<file path="config.mk">
export PLATFORM = sky130hd
export DESIGN_NAME = i2c_tgt_stretch
export DESIGN_NICKNAME = d
export VERILOG_FILES = /design/src/rtl/i2ct_pkg.sv /design/src/rtl/i2ct_sync.sv /design/src/rtl/i2ct_ctrl.sv /design/src/rtl/i2ct_match.sv /design/src/rtl/i2c_tgt_stretch.sv
export SDC_FILE = /design/constraint.sdc
export NUM_CORES = 1
export LEC_CHECK = 0
export CORE_ASPECT_RATIO = 1.4
export CORE_MARGIN = 1.5
export CORE_UTILIZATION = 56
export CTS_CLUSTER_SIZE = 20
export DETAILED_ROUTE_END_ITERATION = 10
export GPL_TIMING_DRIVEN = 1
export PLACE_DENSITY = 0.85
export SYNTH_ARGS = -nofsm -noshare
export SYNTH_HDL_FRONTEND = slang
export SYNTH_SLANG_ARGS = --single-unit
</file>
<file path="constraint.sdc">
create_clock -name clk -period 4.9 [get_ports clk]
set_input_delay 0.49 -clock clk [delete_from_list [all_inputs] [get_ports clk]]
set_output_delay 0.49 -clock clk [all_outputs]
set_load 0.005 [all_outputs]
</file>
<file path="src/rtl/i2ct_pkg.sv">
package i2ct_pkg;
    localparam int BYTE_W = 8;
    localparam int ADR_W  = 10;
    localparam int REG_W  = 16;

    localparam logic [1:0] SEL_CTL = 2'd0;
    localparam logic [1:0] SEL_ADR = 2'd1;
    localparam logic [1:0] SEL_RX  = 2'd2;

    localparam logic [4:0] TEN_TAG = 5'b11110;

    // bit 0 is on ... bit 5 is scl_free
    typedef struct packed {
        logic scl_free;
        logic hold_en;
        logic gc_en;
        logic take_all;
        logic wide_addr;
        logic on;
    } ctl_t;

    localparam int CTL_W = $bits(ctl_t);
    localparam ctl_t CTL_RST = '{scl_free: 1'b1, default: 1'b0};

    typedef enum logic [2:0] {ST_IDLE, ST_ADR1, ST_ADR2, ST_RX, ST_TX} phase_t;

    typedef struct packed {
        logic   ack;
        logic   hit;
        logic   set_hi;
        phase_t nxt;
    } verdict_t;

    function automatic logic is_ten_hdr(input logic [BYTE_W-1:0] b);
        return b[7:3] == TEN_TAG;
    endfunction
endpackage

</file>
<file path="src/rtl/i2ct_sync.sv">
module i2ct_sync #(
    parameter int STAGES = 2
) (
    input  logic clk,
    input  logic rst,
    input  logic din,
    output logic q
);
    logic [STAGES-1:0] pipe;

    always_ff @(posedge clk) begin
        if (rst) pipe <= '1;
        else     pipe <= {pipe[STAGES-2:0], din};
    end

    assign q = pipe[STAGES-1];
endmodule

</file>
<file path="src/rtl/i2ct_ctrl.sv">
module i2ct_ctrl
    import i2ct_pkg::*;
(
    input  logic             clk,
    input  logic             rst,
    input  logic             we,
    input  logic [1:0]       sel,
    input  logic [REG_W-1:0] wdata,
    input  logic             clr_tx,
    input  logic             clr_rx,
    output ctl_t             ctl,
    output logic [ADR_W-1:0] own_addr
);
    always_ff @(posedge clk) begin
        if (rst) begin
            ctl      <= CTL_RST;
            own_addr <= '0;
        end else begin
            if (clr_tx || (clr_rx && ctl.hold_en))
                ctl.scl_free <= 1'b0;
            if (we && sel == SEL_CTL) begin
                ctl.on        <= wdata[0];
                ctl.wide_addr <= wdata[1];
                ctl.take_all  <= wdata[2];
                ctl.gc_en     <= wdata[3];
                ctl.hold_en   <= wdata[4];
                ctl.scl_free  <= ctl.hold_en ? wdata[5] : (ctl.scl_free | wdata[5]);
            end
            if (we && sel == SEL_ADR)
                own_addr <= wdata[ADR_W-1:0];
        end
    end

    // without hold enable only a send start may lower the release bit
    a_r10_free_only_tx: assert property (@(posedge clk) disable iff (rst)
        ($fell(ctl.scl_free) && !$past(ctl.hold_en)) |-> $past(clr_tx));
endmodule

</file>
<file path="src/rtl/i2ct_match.sv">
module i2ct_match
    import i2ct_pkg::*;
(
    input  phase_t            ph,
    input  logic [BYTE_W-1:0] byte_in,
    input  ctl_t              ctl,
    input  logic [ADR_W-1:0]  own_addr,
    input  logic              hi_ok,
    output verdict_t          v
);
    logic seven_hit;
    logic hi_hit;

    assign seven_hit = ctl.take_all || (!ctl.wide_addr && byte_in[7:1] == own_addr[6:0]);
    assign hi_hit    = ctl.take_all || byte_in[2:1] == own_addr[9:8];

    always_comb begin
        v     = '0;
        v.nxt = ST_IDLE;
        case (ph)
            ST_ADR1: begin
                if (ctl.gc_en && byte_in == '0) begin
                    v.ack = 1'b1; v.hit = 1'b1; v.nxt = ST_RX;
                end else if (ctl.wide_addr && is_ten_hdr(byte_in) && hi_hit) begin
                    if (!byte_in[0]) begin
                        v.ack = 1'b1; v.nxt = ST_ADR2;
                    end else if (hi_ok || ctl.take_all) begin
                        v.ack = 1'b1; v.hit = 1'b1; v.nxt = ST_TX;
                    end
                end else if (seven_hit) begin
                    v.ack = 1'b1; v.hit = 1'b1;
                    v.nxt = byte_in[0] ? ST_TX : ST_RX;
                end
            end
            ST_ADR2: begin
                if (ctl.take_all || byte_in == own_addr[7:0]) begin
                    v.ack = 1'b1; v.hit = 1'b1; v.set_hi = 1'b1; v.nxt = ST_RX;
                end
            end
            default: v.nxt = ST_IDLE;
        endcase
    end
endmodule

</file>
<file path="src/rtl/i2c_tgt_stretch.sv">
module i2c_tgt_stretch
    import i2ct_pkg::*;
#(
    parameter int SYNC_STAGES = 2
) (
    input  logic              clk,
    input  logic              rst,
    input  logic              sda_in,
    input  logic              scl_in,
    output logic              sda_oe,
    output logic              scl_oe,
    input  logic              reg_we,
    input  logic              reg_rd,
    input  logic [1:0]        reg_sel,
    input  logic [REG_W-1:0]  reg_wdata,
    output logic [REG_W-1:0]  reg_rdata,
    input  logic [BYTE_W-1:0] tx_data,
    output logic [BYTE_W-1:0] rx_data,
    output logic              rx_full,
    output logic              rw_flag,
    output logic              irq
);
    localparam logic [3:0] LAST_BIT = 4'(BYTE_W - 1);
    localparam logic [3:0] ACK_BIT  = 4'(BYTE_W);

    logic sda_s, scl_s, sda_d, scl_d;
    logic scl_rise, scl_fall, start_c, stop_c;
    ctl_t ctl;
    logic [ADR_W-1:0] own_addr;
    verdict_t v;

    phase_t st, nxt_st;
    logic [3:0] cnt;
    logic armed, ack_oe, m_ack, hi_ok;
    logic [BYTE_W-1:0] shreg, txbuf;
    logic fall_ev, ack_end, rx_done, go_tx, clr_tx, clr_rx, tx_oe;

    i2ct_sync #(.STAGES(SYNC_STAGES)) u_sda (.clk(clk), .rst(rst), .din(sda_in), .q(sda_s));
    i2ct_sync #(.STAGES(SYNC_STAGES)) u_scl (.clk(clk), .rst(rst), .din(scl_in), .q(scl_s));

    i2ct_ctrl u_ctrl (
        .clk(clk), .rst(rst), .we(reg_we), .sel(reg_sel), .wdata(reg_wdata),
        .clr_tx(clr_tx), .clr_rx(clr_rx), .ctl(ctl), .own_addr(own_addr)
    );

    i2ct_match u_match (
        .ph(st), .byte_in(shreg), .ctl(ctl), .own_addr(own_addr), .hi_ok(hi_ok), .v(v)
    );

    always_ff @(posedge clk) begin
        if (rst) begin
            sda_d <= 1'b1;
            scl_d <= 1'b1;
        end else begin
            sda_d <= sda_s;
            scl_d <= scl_s;
        end
    end

    assign scl_rise = scl_s && !scl_d;
    assign scl_fall = !scl_s && scl_d;
    assign start_c  = scl_s && scl_d && sda_d && !sda_s;
    assign stop_c   = scl_s && scl_d && !sda_d && sda_s;

    assign fall_ev = ctl.on && scl_fall && armed && st != ST_IDLE;
    assign ack_end = fall_ev && cnt == ACK_BIT;
    assign rx_done = fall_ev && cnt == LAST_BIT && st == ST_RX;
    assign go_tx   = ack_end && (st == ST_TX ? m_ack : nxt_st == ST_TX);
    assign clr_tx  = go_tx;
    assign clr_rx  = ack_end && st == ST_RX;

    // bit sequencing and address / data phases
    always_ff @(posedge clk) begin
        if (rst || !ctl.on) begin
            st <= ST_IDLE; nxt_st <= ST_IDLE; cnt <= '0; armed <= 1'b0;
            shreg <= '0; ack_oe <= 1'b0; m_ack <= 1'b0; hi_ok <= 1'b0;
            irq <= 1'b0; rw_flag <= 1'b0;
        end else begin
            irq <= 1'b0;
            if (start_c) begin
                st <= ST_ADR1; cnt <= '0; armed <= 1'b0; ack_oe <= 1'b0;
            end else if (stop_c) begin
                st <= ST_IDLE; armed <= 1'b0; ack_oe <= 1'b0; hi_ok <= 1'b0;
            end else if (st != ST_IDLE) begin
                if (scl_rise) begin
                    armed <= 1'b1;
                    if (cnt < ACK_BIT) shreg <= {shreg[BYTE_W-2:0], sda_s};
                    else               m_ack <= !sda_s;
                end else if (fall_ev) begin
                    armed <= 1'b0;
                    if (cnt == LAST_BIT) begin
                        cnt <= ACK_BIT;
                        case (st)
                            ST_ADR1, ST_ADR2: begin
                                ack_oe <= v.ack;
                                nxt_st <= v.ack ? v.nxt : ST_IDLE;
                                irq    <= v.hit;
                                if (v.hit)    rw_flag <= (v.nxt == ST_TX);
                                if (v.set_hi) hi_ok   <= 1'b1;
                                if (st == ST_ADR1 && !v.ack) hi_ok <= 1'b0;
                            end
                            ST_RX: begin
                                ack_oe <= 1'b1; nxt_st <= ST_RX; irq <= 1'b1;
                            end
                            default: nxt_st <= ST_TX;
                        endcase
                    end else if (cnt == ACK_BIT) begin
                        cnt    <= '0;
                        ack_oe <= 1'b0;
                        if (st == ST_TX) begin
                            st  <= m_ack ? ST_TX : ST_IDLE;
                            irq <= 1'b1;
                        end else begin
                            st <= nxt_st;
                        end
                    end else begin
                        cnt <= cnt + 4'd1;
                    end
                end
            end
        end
    end

    // received byte and its flag
    always_ff @(posedge clk) begin
        if (rst) begin
            rx_data <= '0;
            rx_full <= 1'b0;
        end else if (rx_done) begin
            rx_data <= shreg;
            rx_full <= 1'b1;
        end else if (reg_rd && reg_sel == SEL_RX) begin
            rx_full <= 1'b0;
        end
    end

    // send byte follows tx_data only while the clock is held before bit 7
    always_ff @(posedge clk) begin
        if (rst) txbuf <= '0;
        else if (st == ST_TX && cnt == '0 && !ctl.scl_free && !scl_s) txbuf <= tx_data;
    end

    // clock hold starts only in a low phase
    always_ff @(posedge clk) begin
        if (rst) scl_oe <= 1'b0;
        else     scl_oe <= ctl.on && !ctl.scl_free && (!scl_s || scl_oe);
    end

    assign tx_oe  = st == ST_TX && cnt < ACK_BIT && !txbuf[3'(LAST_BIT) - cnt[2:0]];
    assign sda_oe = ctl.on && (ack_oe || tx_oe);

    always_comb begin
        case (reg_sel)
            SEL_CTL: reg_rdata = REG_W'(ctl);
            SEL_ADR: reg_rdata = REG_W'(own_addr);
            SEL_RX:  reg_rdata = REG_W'(rx_data);
            default: reg_rdata = '0;
        endcase
    end

    // a disabled block leaves both lines alone
    a_r1_quiet_scl: assert property (@(posedge clk) disable iff (rst) !ctl.on |=> !scl_oe);
    a_r1_quiet_sda: assert property (@(posedge clk) disable iff (rst) !ctl.on |=> !sda_oe);
    // interrupt is a single-cycle pulse
    a_r6_irq_single: assert property (@(posedge clk) disable iff (rst) irq |=> !irq);
    // direction flag set during a send
    a_r7_tx_dir: assert property (@(posedge clk) disable iff (rst) st == ST_TX |-> rw_flag);
    // entering a send always finds the release bit cleared
    a_r11_tx_clear: assert property (@(posedge clk) disable iff (rst)
        (st == ST_TX && $past(st) != ST_TX && !$past(reg_we)) |-> !ctl.scl_free);
    // SCL is pulled only after the release bit was low
    a_r9_hold_follows: assert property (@(posedge clk) disable iff (rst)
        scl_oe |-> !$past(ctl.scl_free));
    // SDA drive moves only while SCL is low
    a_r12_sda_low_phase: assert property (@(posedge clk) disable iff (rst)
        (ctl.on && $past(ctl.on) && !$past(start_c) && !$past(stop_c) && sda_oe != $past(sda_oe))
        |-> !scl_s);
endmodule

</file>
## Yosys cells after proc, flatten, opt, wreduce, memory -nomap -nowiden

Cells that the tools add are included.

| word-level totals | value |
|---|---|
| register bits after elaboration | 64 |
| bits in latches | 0 |
| memory bits (writable) | 0 |
| bits in read-only memories | 0 |
| input bits | 32 |
| word-level logic and storage cells | 190 |
| memories | 0 |

| operators by class | value |
|---|---|
| add/subtract/negate cells | 2 |
| multipliers | 0 |
| div/mod/pow operators | 0 |
| order comparisons | 2 |
| equal/unequal tests | 18 |
| shifts and indexed selects | 0 |
| mux-type cells | 55 |
| bitwise gates (word level) | 8 |
| reductions and logical operators | 79 |

Operators by type and width:

| operator | number |
|---|---|
| logical AND 1 bit | 32 |
| 2-to-1 mux 1 bit | 31 |
| one-hot mux 10 bit (3 select lines) | 1 |
| 2-to-1 mux 3 bit | 9 |
| AND reduction 5 bit | 5 |
| nonzero test 2 bit | 8 |
| nonzero test 3 bit | 5 |
| 2-to-1 mux 6 bit | 2 |
| one-hot mux 3 bit (2 select lines) | 2 |
| equality test 3 bit, second input constant | 3 |
| zero test 1 bit | 9 |
| equality test 8 bit | 1 |
| zero test 8 bit | 1 |
| logical OR 1 bit | 8 |
| 2-to-1 mux 2 bit | 4 |
| 2-to-1 mux 4 bit | 2 |
| AND reduction 8 bit | 1 |
| equality test 7 bit | 1 |
| inverter 1 bit | 7 |
| AND reduction 7 bit | 1 |
| equality test 3 x 2 -> 1 bit, second input constant | 2 |
| != test 3 x 1 -> 1 bit, second input constant | 2 |
| AND reduction 6 bit | 1 |
| OR reduction 6 bit | 1 |
| 23 further kinds | 25 |

## Longest topological paths before layout

Gate-level depths: netlist of the first run.

| depth | value |
|---|---|
| depth in word-level cells | 16 |
| depth in mapped cells | 8 |

## Cells and area by module

From an unflattened synthesis of the first run, not the netlist that was laid out.

| second synthesis, totals | value |
|---|---|
| cells, all modules | 363 |
| area, all modules | 3306.9 µm² |

Modules (own cells, without submodules):

| module | instances | cells each | area each (µm²) | sequential area each (µm²) |
|---|---|---|---|---|
| i2c_tgt_stretch | 1 | 252 | 2262.2 | 880.8 |
| i2ct_ctrl | 1 | 55 | 598.1 | 320.3 |
| i2ct_match | 1 | 48 | 341.6 | 0.0 |
| i2ct_sync | 2 | 4 | 52.6 | 40.0 |

## Worst setup path after synthesis of the first run

OpenSTA, ideal clock, no wires.

| path | value |
|---|---|
| kind | in2out |
| from | in reg_sel[0] |
| to | out reg_rdata[8] |
| data arrival time | 1.626 ns |
| slack | 2.784 ns |
| stages on the path | 5 |
| cell sequence | clkbuf_1 -> nor2b_1 -> clkbuf_1 -> clkbuf_1 -> and2_1 |

| between the ends | value |
|---|---|
| cells in the longest elaborated chain, start to end | 2 |
| elaborated cells between the ends (all ways) | 4 |
| those cells by class | 2 x eq/ne; 1 x mux; 1 x reduce/logical |

RTL lines:

| what | RTL line | text |
|---|---|---|
| from (decl) | i2c_tgt_stretch.sv:14 | `input logic [1:0] reg_sel,` |
| equality test 2 bit (tied with other cells) | i2c_tgt_stretch.sv:153 | `case (reg_sel)` |
| one-hot mux 10 bit (3 select lines) (*) | i2c_tgt_stretch.sv:153 |  |
| to (decl) | i2c_tgt_stretch.sv:16 | `output logic [REG_W-1:0] reg_rdata,` |

Mark *: on every way between the ends. The rest lies on a longest branch, timed or not.

## Worst setup path in the final report of the first run

| path | value |
|---|---|
| from | in reg_sel[0] |
| to | out reg_rdata[1] |

The elaborated chain is that of the path after synthesis.

==> results of run 1 <==
## state kept, by name (all words and copies together), names as in the netlist, 2 cells and up
name	count
u_ctrl.own_addr	10
rx_data	8
shreg	8
txbuf	8
u_ctrl.ctl	6
cnt	4
nxt_st	3
st	3
u_scl.pipe	2
u_sda.pipe	2
## cells by family (layout without fill, tap and decap cells)
group | Yosys count | after routing | share of synthesized area
AO/OA/AOI/OAI | 70 | 70 | 0.1398
XOR/XNOR | 18 | 18 | 0.04854
adder cells (fa/ha/maj) | 2 | 2 | 0.007703
buffers and inverters | 38 | 76 | 0.05778
flip-flops | 64 | 64 | 0.3945
multiplexers | 37 | 37 | 0.1221
other | 1 | 6 | 0.001155
AND/OR/NAND/NOR | 150 | 150 | 0.2284
## power breakdown
| group | total (mW) | leakage [nW] | switching, mW | internal, mW |
|---|---|---|---|---|
| logic | 0.0767 | 0.908 | 0.0357 | 0.0410 |
| registers | 0.534 | 0.518 | 0.00794 | 0.526 |
| clock network | 0.465 | 0.0907 | 0.216 | 0.249 |
| total | 1.08 | 1.52 | 0.260 | 0.816 |
## path summary, 6_finish.rpt
kind	slack, ns	cells past startpoint	endpoint	from
setup / recovery	1.87	5	reg_rdata[1]	reg_sel[0]
hold / removal	0.41	1	u_sda.pipe[1]	u_sda.pipe[0]
setup reg to reg	2.34	7	rx_data[0]	cnt[1]
hold reg to reg	0.41	1	u_sda.pipe[1]	u_sda.pipe[0]
## cell type report
type | count | area share
Clock buffer | 10 | 0.03522
Timing Repair Buffer | 51 | 0.1287
Multi-Input combinational cell | 283 | 0.4601
Tap cell | 68 | 0.02177
Clock inverter | 6 | 0.01761
Sequential cell | 64 | 0.3279
Inverter | 9 | 0.008646
## cells in the final DEF, fill, tap and decap left out, types with 9 or more instances in the layout
cell type        Yosys  routed
nand3_1             16      16
nor2_1              52      52
dfxtp_1             64      64
xor2_1              11      11
nand2_1             31      31
clkbuf_8             0      10
clkdlybuf4s50_1      0      48
o21ai_0             15      15
mux2i_1             34      34
inv_1                9       9
a21oi_1             23      23
nor3_1              14      14
## stage by stage
stage | setup WS (ns) | utilization | hold slack [ns] | std cells
2_1_floorplan | 2.784 | - | 0.3895 | 385
3_3_place_gp | 1.943 | 0.6650 | 0.3921 | 475
3_5_place_dp | 1.858 | 0.6650 | 0.3949 | 475
4_1_cts | 1.852 | 0.7021 | 0.4087 | 491
5_1_grt | 1.744 | 0.7021 | 0.4292 | 491
6_report | 1.871 | 0.7021 | 0.4055 | 491
## routing by layer
| metal | part of all wire | vias up | routed length (um) | track usage |
|---|---|---|---|---|
| li1 | - | 1395 | - | - |
| met1 | 0.40 | 1340 | 3124 | 0.3050 |
| met2 | 0.52 | 104 | 4077 | 0.4612 |
| met3 | 0.044 | 30 | 347 | 0.04693 |
| met4 | 0.040 | 0 | 312 | 0.1854 |
| met5 | 0 | - | 0 | 0 |
==> flow_summary.json, run 1 <==
{
  "final_nets": 452,
  "cellPowerDensity_nw_per_um2": 275.4,
  "critical_path_arrival_ns": 2.54,
  "cts_tree": "yes",
  "cts_sinks": 64,
  "ys_ff_latch": 64,
  "clk_path_buf_depth": 2,
  "first_pass_iters": 4,
  "critPathBufInv": 2,
  "post_cts_buffers": 0,
  "drv_cap": 0,
  "drive_gt1_frac": 0.09220,
  "power.leakage_nw": 1.517,
  "end_kind": "output pin",
  "grt_max_degree": 42,
  "ant_nets": 0,
  "grt_pass1_wl_mm": 12.94,
  "drt-initial-drc-count": 173,
  "grt_pass1_vias": 2751,
  "path_class": "input pin to output pin",
  "finalSetupTns_ns": 0,
  "placed_area_um2": 3701,
  "synth_cells": 380,
  "final-setup-viol-count": 0,
  "n_antenna_cell": 0,
  "crit_fanout": 9,
  "ff_latch_area_um2": 1281,
  "synth_top_area_frac": 0.3945,
  "dieArea_um2": 6272,
  "status": "finished, final reports clean",
  "ir_drop_mv": 0.2471,
  "wire_per_inst_um": 16.01,
  "cpMostUsedCell": "clkdlybuf4s50_1",
  "fin_crit_ns": 3.029,
  "die_h_um": 93.11,
  "drc": 0,
  "root_buffer": "clkbuf_8",
  "drt-total-wl_mm": 7.862,
  "finalHoldViolCount": 0,
  "gp_congestion": 0.9181,
  "ys.flop_type": "dfxtp_1",
  "post-route-period-util": 0.6182,
  "syn_area_um2": 3248,
  "critPathTopFamily": "buffers and inverters",
  "clk_pin_slew_worst_paths_ns": 0.07,
  "holdBufCountCts": 0,
  "p_total_mw": 1.076,
  "grtUsageTotal": 0.2735,
  "fin_area_um2": 3908,
  "initial_core_util": 0.5836,
  "synth.yosys.warnings": 0,
  "row_count": 32,
  "area_growth_pct": 20.30,
  "fmax_ghz": 0.3301,
  "tightest_slew_ns": 0.6381,
  "async_flop_share": 0,
  "crit_path_start_kind": "input pin",
  "viasPerCell": 5.843,
  "yosysSeqAreaShare": 0.3945,
  "hpwl_mm": 5.724,
  "fill_cells": 441,
  "netlist_top_cells_area": "dfxtp_1 (39%), mux2i_1 (10%), nor2_1 (6.0%)",
  "crit_path_top_delay_cell": "clkdlybuf4s50_1",
  "cts_resized": 0,
  "final.setup_skew_ns": 0.01001,
  "vias": 2869,
  "crit_chain": "clkdlybuf4s50_1, nor2b_1, nand2_1, o21ai_0, clkdlybuf4s50_1",
  "slew-limit-headroom": 0.5701,
  "yosysUniqueCellTypes": 58,
  "syn_avg_cell_area_um2": 8.548,
  "multi_input_area_um2": 1798,
  "hp-class": "flop to flop",
  "yosys.cell_count.top_type": "dfxtp_1",
  "cpPeakStageDelay_ns": 0.65,
  "cts_max_level": 3,
  "synth_area_leader_cell": "dfxtp_1",
  "core_region_area_um2": 5565,
  "synth_common_cells": "dfxtp_1 (64), nor2_1 (52), mux2i_1 (34)",
  "io_pins": 61,
  "die-width_um": 67.37,
  "antenna_found_initial": 0,
  "crit_required_ns": 4.41,
  "rsz0062_at_grt": "no",
  "port_buffers": 48,
  "cts_buffers": 9,
  "grt.overflow.total": 0,
  "clock_latency_ns": 0.35,
  "slew_viol_final": 0,
  "synth-edff-count": 0
}
No activity file was read; power rests on OpenSTA's default activity.
==> run 2: changes to the inputs <==
- CORE_UTILIZATION: 56 -> 52
- PLACE_DENSITY: 0.85 -> 0.8
- clock period: 4.9 -> 2.81 ns (I/O delays scaled with it)
==> flow_summary.json, run 2 (synthesis gave the netlist of run 1 again) <==
{
  "final_cell_mix": "dfxtp_1 (63), nor2_1 (52), clkdlybuf4s50_1 (48), mux2i_1 (34), nand2_1 (31)",
  "drt-total-wl_mm": 7.779,
  "grt_pass1_wl_mm": 12.97,
  "vias": 2865,
  "p_int_mw": 1.409,
  "fmax_ghz": 0.3784,
  "io_pins": 61,
  "end_kind": "output pin",
  "placed_area_um2": 3741,
  "switching_share": 0.2487,
  "r2r_slack_ns": 0.45,
  "initial_core_util": 0.5463,
  "largest_reg_flops": 10,
  "grt_pass1_vias": 2702,
  "critical_path_arrival_ns": 2.36,
  "regMostFlops": "u_ctrl.own_addr",
  "cts_max_level": 3,
  "cts_tree": "yes",
  "clk_pin_slew_worst_paths_ns": 0.07,
  "power_frac_clock": 0.430,
  "multi_input_area_um2": 1804,
  "holdBufCountCts": 0,
  "clock_latency_ns": 0.35,
  "final_common_cell": "dfxtp_1",
  "finalSetupTns_ns": 0,
  "grt.overflow.total": 0,
  "ir_drop_mv": 0.3156,
  "die_h_um": 96.52,
  "fill_cells": 515,
  "final_nets": 457,
  "post-route-period-util": 0.9404,
  "fin_area_um2": 3955,
  "wire_per_inst_um": 15.62,
  "clk_path_buf_depth": 2,
  "crit_fanout": 6,
  "power.leakage_nw": 1.547,
  "pwr-share-comb": 0.074,
  "cts_sinks": 64,
  "pwr-share-seq": 0.496,
  "slew_viol_final": 0,
  "core_region_area_um2": 5946,
  "ant_nets": 0,
  "grt_max_degree": 22,
  "crit_path_start_kind": "flop",
  "final-setup-viol-count": 0,
  "dieArea_um2": 6736,
  "port_buffers": 48,
  "grtUsageTotal": 0.2430,
  "cts_buffers": 9,
  "antenna_found_initial": 0,
  "final.setup_skew_ns": 0.01014,
  "post_cts_buffers": 0,
  "drv_cap": 0,
  "first_pass_iters": 5,
  "viasPerCell": 5.753,
  "fin_crit_ns": 2.642,
  "drc": 0,
  "drive_gt1_frac": 0.1075,
  "finalHoldViolCount": 0,
  "crit_required_ns": 2.53,
  "n_antenna_cell": 0,
  "tightest_slew_ns": 0.6479,
  "die-width_um": 69.80,
  "slew-limit-headroom": 0.5635,
  "hpwl_mm": 5.731,
  "gp_congestion": 0.8884,
  "ff_latch_area_um2": 1285,
  "path_class": "flop to output pin",
  "root_buffer": "clkbuf_8",
  "drt-initial-drc-count": 180,
  "rsz0062_at_grt": "no",
  "p_sw_uw": 466.4,
  "row_count": 33,
  "cellPowerDensity_nw_per_um2": 474.2,
  "hp-class": "flop to flop",
  "status": "finished, final reports clean",
  "area_growth_pct": 21.76
}
-- run 2: cell count changes in the layout (fill, tap and decap cells not counted), sizes merged --
cell,delta
clkbuf,-1
buf,+5
clkinvlp,-2
inv,+2
clkinv,+1
-- run 2: worst paths after layout --
path / start / endpoint / cells past startpoint
worst max-delay path: cnt[0] / sda_oe / 5
worst min-delay path: u_sda.pipe[0] / u_sda.pipe[1] / 1
worst max register to register: cnt[1] / rw_flag / 7
worst min register to register: u_sda.pipe[0] / u_sda.pipe[1] / 1
-- run 2: repair_timing --
item	in CTS	in global routing
endpoints found under the setup margin	1	1
resized for setup	1	3
gates cloned	0	0
-- run 2: worst max-delay path: stages, from the launching register on --
cell and delay, ns:
dfxtp_4 0.39, mux4_2 0.50, nor2b_1 0.15, a2111oi_2 0.33
o21a_1 0.15, clkdlybuf4s50_1 0.49
-- run 2: per-layer routing --
| layer | vias to the layer above | global-route usage | wire [um] |
|---|---|---|---|
| li1 | 1414 | - | - |
| met1 | 1340 | 0.2719 | 3183 |
| met2 | 95 | 0.4317 | 4063 |
| met3 | 16 | 0.05913 | 343 |
| met4 | 0 | 0.1234 | 189 |
| met5 | - | 0 | 0 |
-- run 2: per-stage QoR --
stage                     setup WS [ns]  power (mW)  hold WS [ns]  std cells    util
after floorplan                  0.8207       1.025        0.3848        385       -
after global placement           0.3891       1.085        0.3921        482  0.6292
after detailed placement         0.3496       1.088        0.3933        482  0.6292
after CTS                       0.06733       1.884        0.4094        498  0.6637
after global routing           0.007128       1.946        0.4196        498  0.6652
final                            0.1676       1.875        0.4058        498  0.6652
-- run 2: layout make-up --
class                           instances  share of cell area
Sequential cell                        64              0.3249
Tap cell                               70             0.02214
Inverter                                9            0.008542
Multi-Input combinational cell        283              0.4562
Clock inverter                          7             0.02025
Timing Repair Buffer                   56              0.1367
Clock buffer                            9             0.03132
-- run 2: power by group through the flow --
stage / sequential [mW] / clock (mW) / combinational, mW
2_1_floorplan: 0.947 / 0 / 0.0785
3_5_place_dp: 0.951 / 0 / 0.137
5_1_grt: 0.930 / 0.863 / 0.152
6_report: 0.929 / 0.807 / 0.139
4_1_cts: 0.930 / 0.817 / 0.138
3_3_place_gp: 0.951 / 0 / 0.135
==> run 3: changes to the inputs <==
- CELL_PAD_IN_SITES_DETAIL_PLACEMENT: default -> 0
- CELL_PAD_IN_SITES_GLOBAL_PLACEMENT: default -> 1
- CORE_UTILIZATION: 52 -> 39
- PLACE_DENSITY: 0.8 -> default
- PLACE_DENSITY_LB_ADDON: default -> 0.1
- REMOVE_ABC_BUFFERS: default -> 1
==> flow_summary.json, run 3 (synthesis gave the netlist of run 1 again) <==
{
  "status": "finished, final reports clean",
  "fmax_ghz": 0.3751,
  "clk_path_buf_depth": 2,
  "finalHoldViolCount": 0,
  "drc": 0,
  "grt_pass1_wl_mm": 14.32,
  "grtUsageTotal": 0.2113,
  "die_h_um": 111.0,
  "finalSetupTns_ns": 0,
  "final_cell_mix": "dfxtp_1 (63), nor2_1 (52), clkdlybuf4s50_1 (48), mux2i_1 (34), nand2_1 (31)",
  "cpPeakStageDelay_ns": 0.51,
  "die-width_um": 80.13,
  "cts_sinks": 64,
  "gp_congestion": 0.8545,
  "port_buffers": 48,
  "setup_ws_ns": 0.1442,
  "post-route-period-util": 0.9487,
  "regMostFlops": "u_ctrl.own_addr",
  "slew_viol_final": 0,
  "final_common_cell": "dfxtp_1",
  "grt_max_degree": 37,
  "grt_pass1_vias": 2845,
  "crit_path_top_delay_cell": "mux4_2",
  "crit_chain": "mux4_2, nor2b_1, a2111oi_2, o21a_1, clkdlybuf4s50_1",
  "fill_cells": 811,
  "tightest_slew_ns": 0.6364,
  "area_growth_pct": 28.12,
  "io_pins": 61,
  "final_nets": 460,
  "crit_fanout": 6,
  "ff_latch_area_um2": 1282,
  "dieArea_um2": 8893,
  "path_class": "flop to output pin",
  "core_region_area_um2": 8100,
  "root_buffer": "clkbuf_16",
  "n_antenna_cell": 0,
  "grt.overflow.total": 0,
  "clock_latency_ns": 0.33,
  "clk_pin_slew_worst_paths_ns": 0.06,
  "post_cts_buffers": 0,
  "viasPerCell": 5.298,
  "placed_area_um2": 3804,
  "cts_buffers": 9,
  "ir_drop_mv": 0.3506,
  "initial_core_util": 0.4010,
  "crit_path_start_kind": "flop",
  "crit_required_ns": 2.53,
  "hpwl_mm": 6.622,
  "cts_tree": "yes",
  "post-place-ws_ns": 0.2899,
  "vias": 2824,
  "first_pass_iters": 4,
  "fin_crit_ns": 2.666,
  "drv_cap": 0,
  "end_kind": "output pin",
  "cellPowerDensity_nw_per_um2": 573.2,
  "rsz0062_at_grt": "no",
  "hold-worst-slack_ns": 0.4118,
  "power.leakage_nw": 1.637,
  "largest_reg_flops": 10,
  "p_total_mw": 2.385,
  "row_count": 39,
  "drt-total-wl_mm": 8.811,
  "critical_path_arrival_ns": 2.38,
  "final.setup_skew_ns": 0.007323,
  "wire_per_inst_um": 16.53,
  "hp-class": "flop to flop",
  "final-setup-viol-count": 0,
  "drt-initial-drc-count": 123,
  "fin_area_um2": 4161,
  "ant_nets": 0,
  "multi_input_area_um2": 1804,
  "slew-limit-headroom": 0.5753,
  "antenna_found_initial": 0,
  "cts_max_level": 3,
  "drive_gt1_frac": 0.1137
}
-- run 3: worst max-delay path: cells and delay by family (launching register included) --
family,cells,cell delay (ns)
mux,1,0.51
simple gates,1,0.15
flops,1,0.40
buf+inv,1,0.49
compound gates,2,0.51
-- run 3: layer usage --
metal	vias to the layer above	global-route usage	part of all wire
met5	-	0	0
met4	0	0.09310	0.029
met3	16	0.04280	0.030
met2	64	0.3703	0.53
met1	1334	0.2408	0.41
li1	1410	-	-
-- run 3: final cells by class --
type,count,share of cell area
Inverter,9,0.008118
Tap cell,102,0.03067
Timing Repair Buffer,59,0.1353
Sequential cell,64,0.3082
Multi-Input combinational cell,283,0.4336
Clock buffer,9,0.05412
Clock inverter,7,0.03007
-- run 3: final timing paths --
check                                    from       endpoint  slack [ns]  cells past startpoint
worst max register to register         cnt[1]        rw_flag        0.39                      7
worst min-delay path            u_scl.pipe[0]  u_scl.pipe[1]        0.41                      1
worst max-delay path                   cnt[0]         sda_oe        0.14                      5
worst min register to register  u_scl.pipe[0]  u_scl.pipe[1]        0.41                      1
-- run 3: where the power goes --
group / total [mW] / internal [mW] / switching, mW
Sequential: 0.933 / 0.918 / 0.0145
Combinational: 0.139 / 0.0748 / 0.0642
Clock: 1.31 / 0.877 / 0.437
Total: 2.39 / 1.87 / 0.515
-- run 3: per-stage QoR --
step | util | std cells
after floorplan | - | 356
after global placement | 0.4696 | 517
after detailed placement | 0.4696 | 517
after CTS | 0.5131 | 533
after global routing | 0.5137 | 533
final | 0.5137 | 533
-- run 3: repair_timing --
item | in CTS | in global routing
endpoints found under the setup margin | 1 | 1
hold buffers | 0 | 0
hold endpoints to repair | 0 | 0
gates resized for setup | 2 | 1
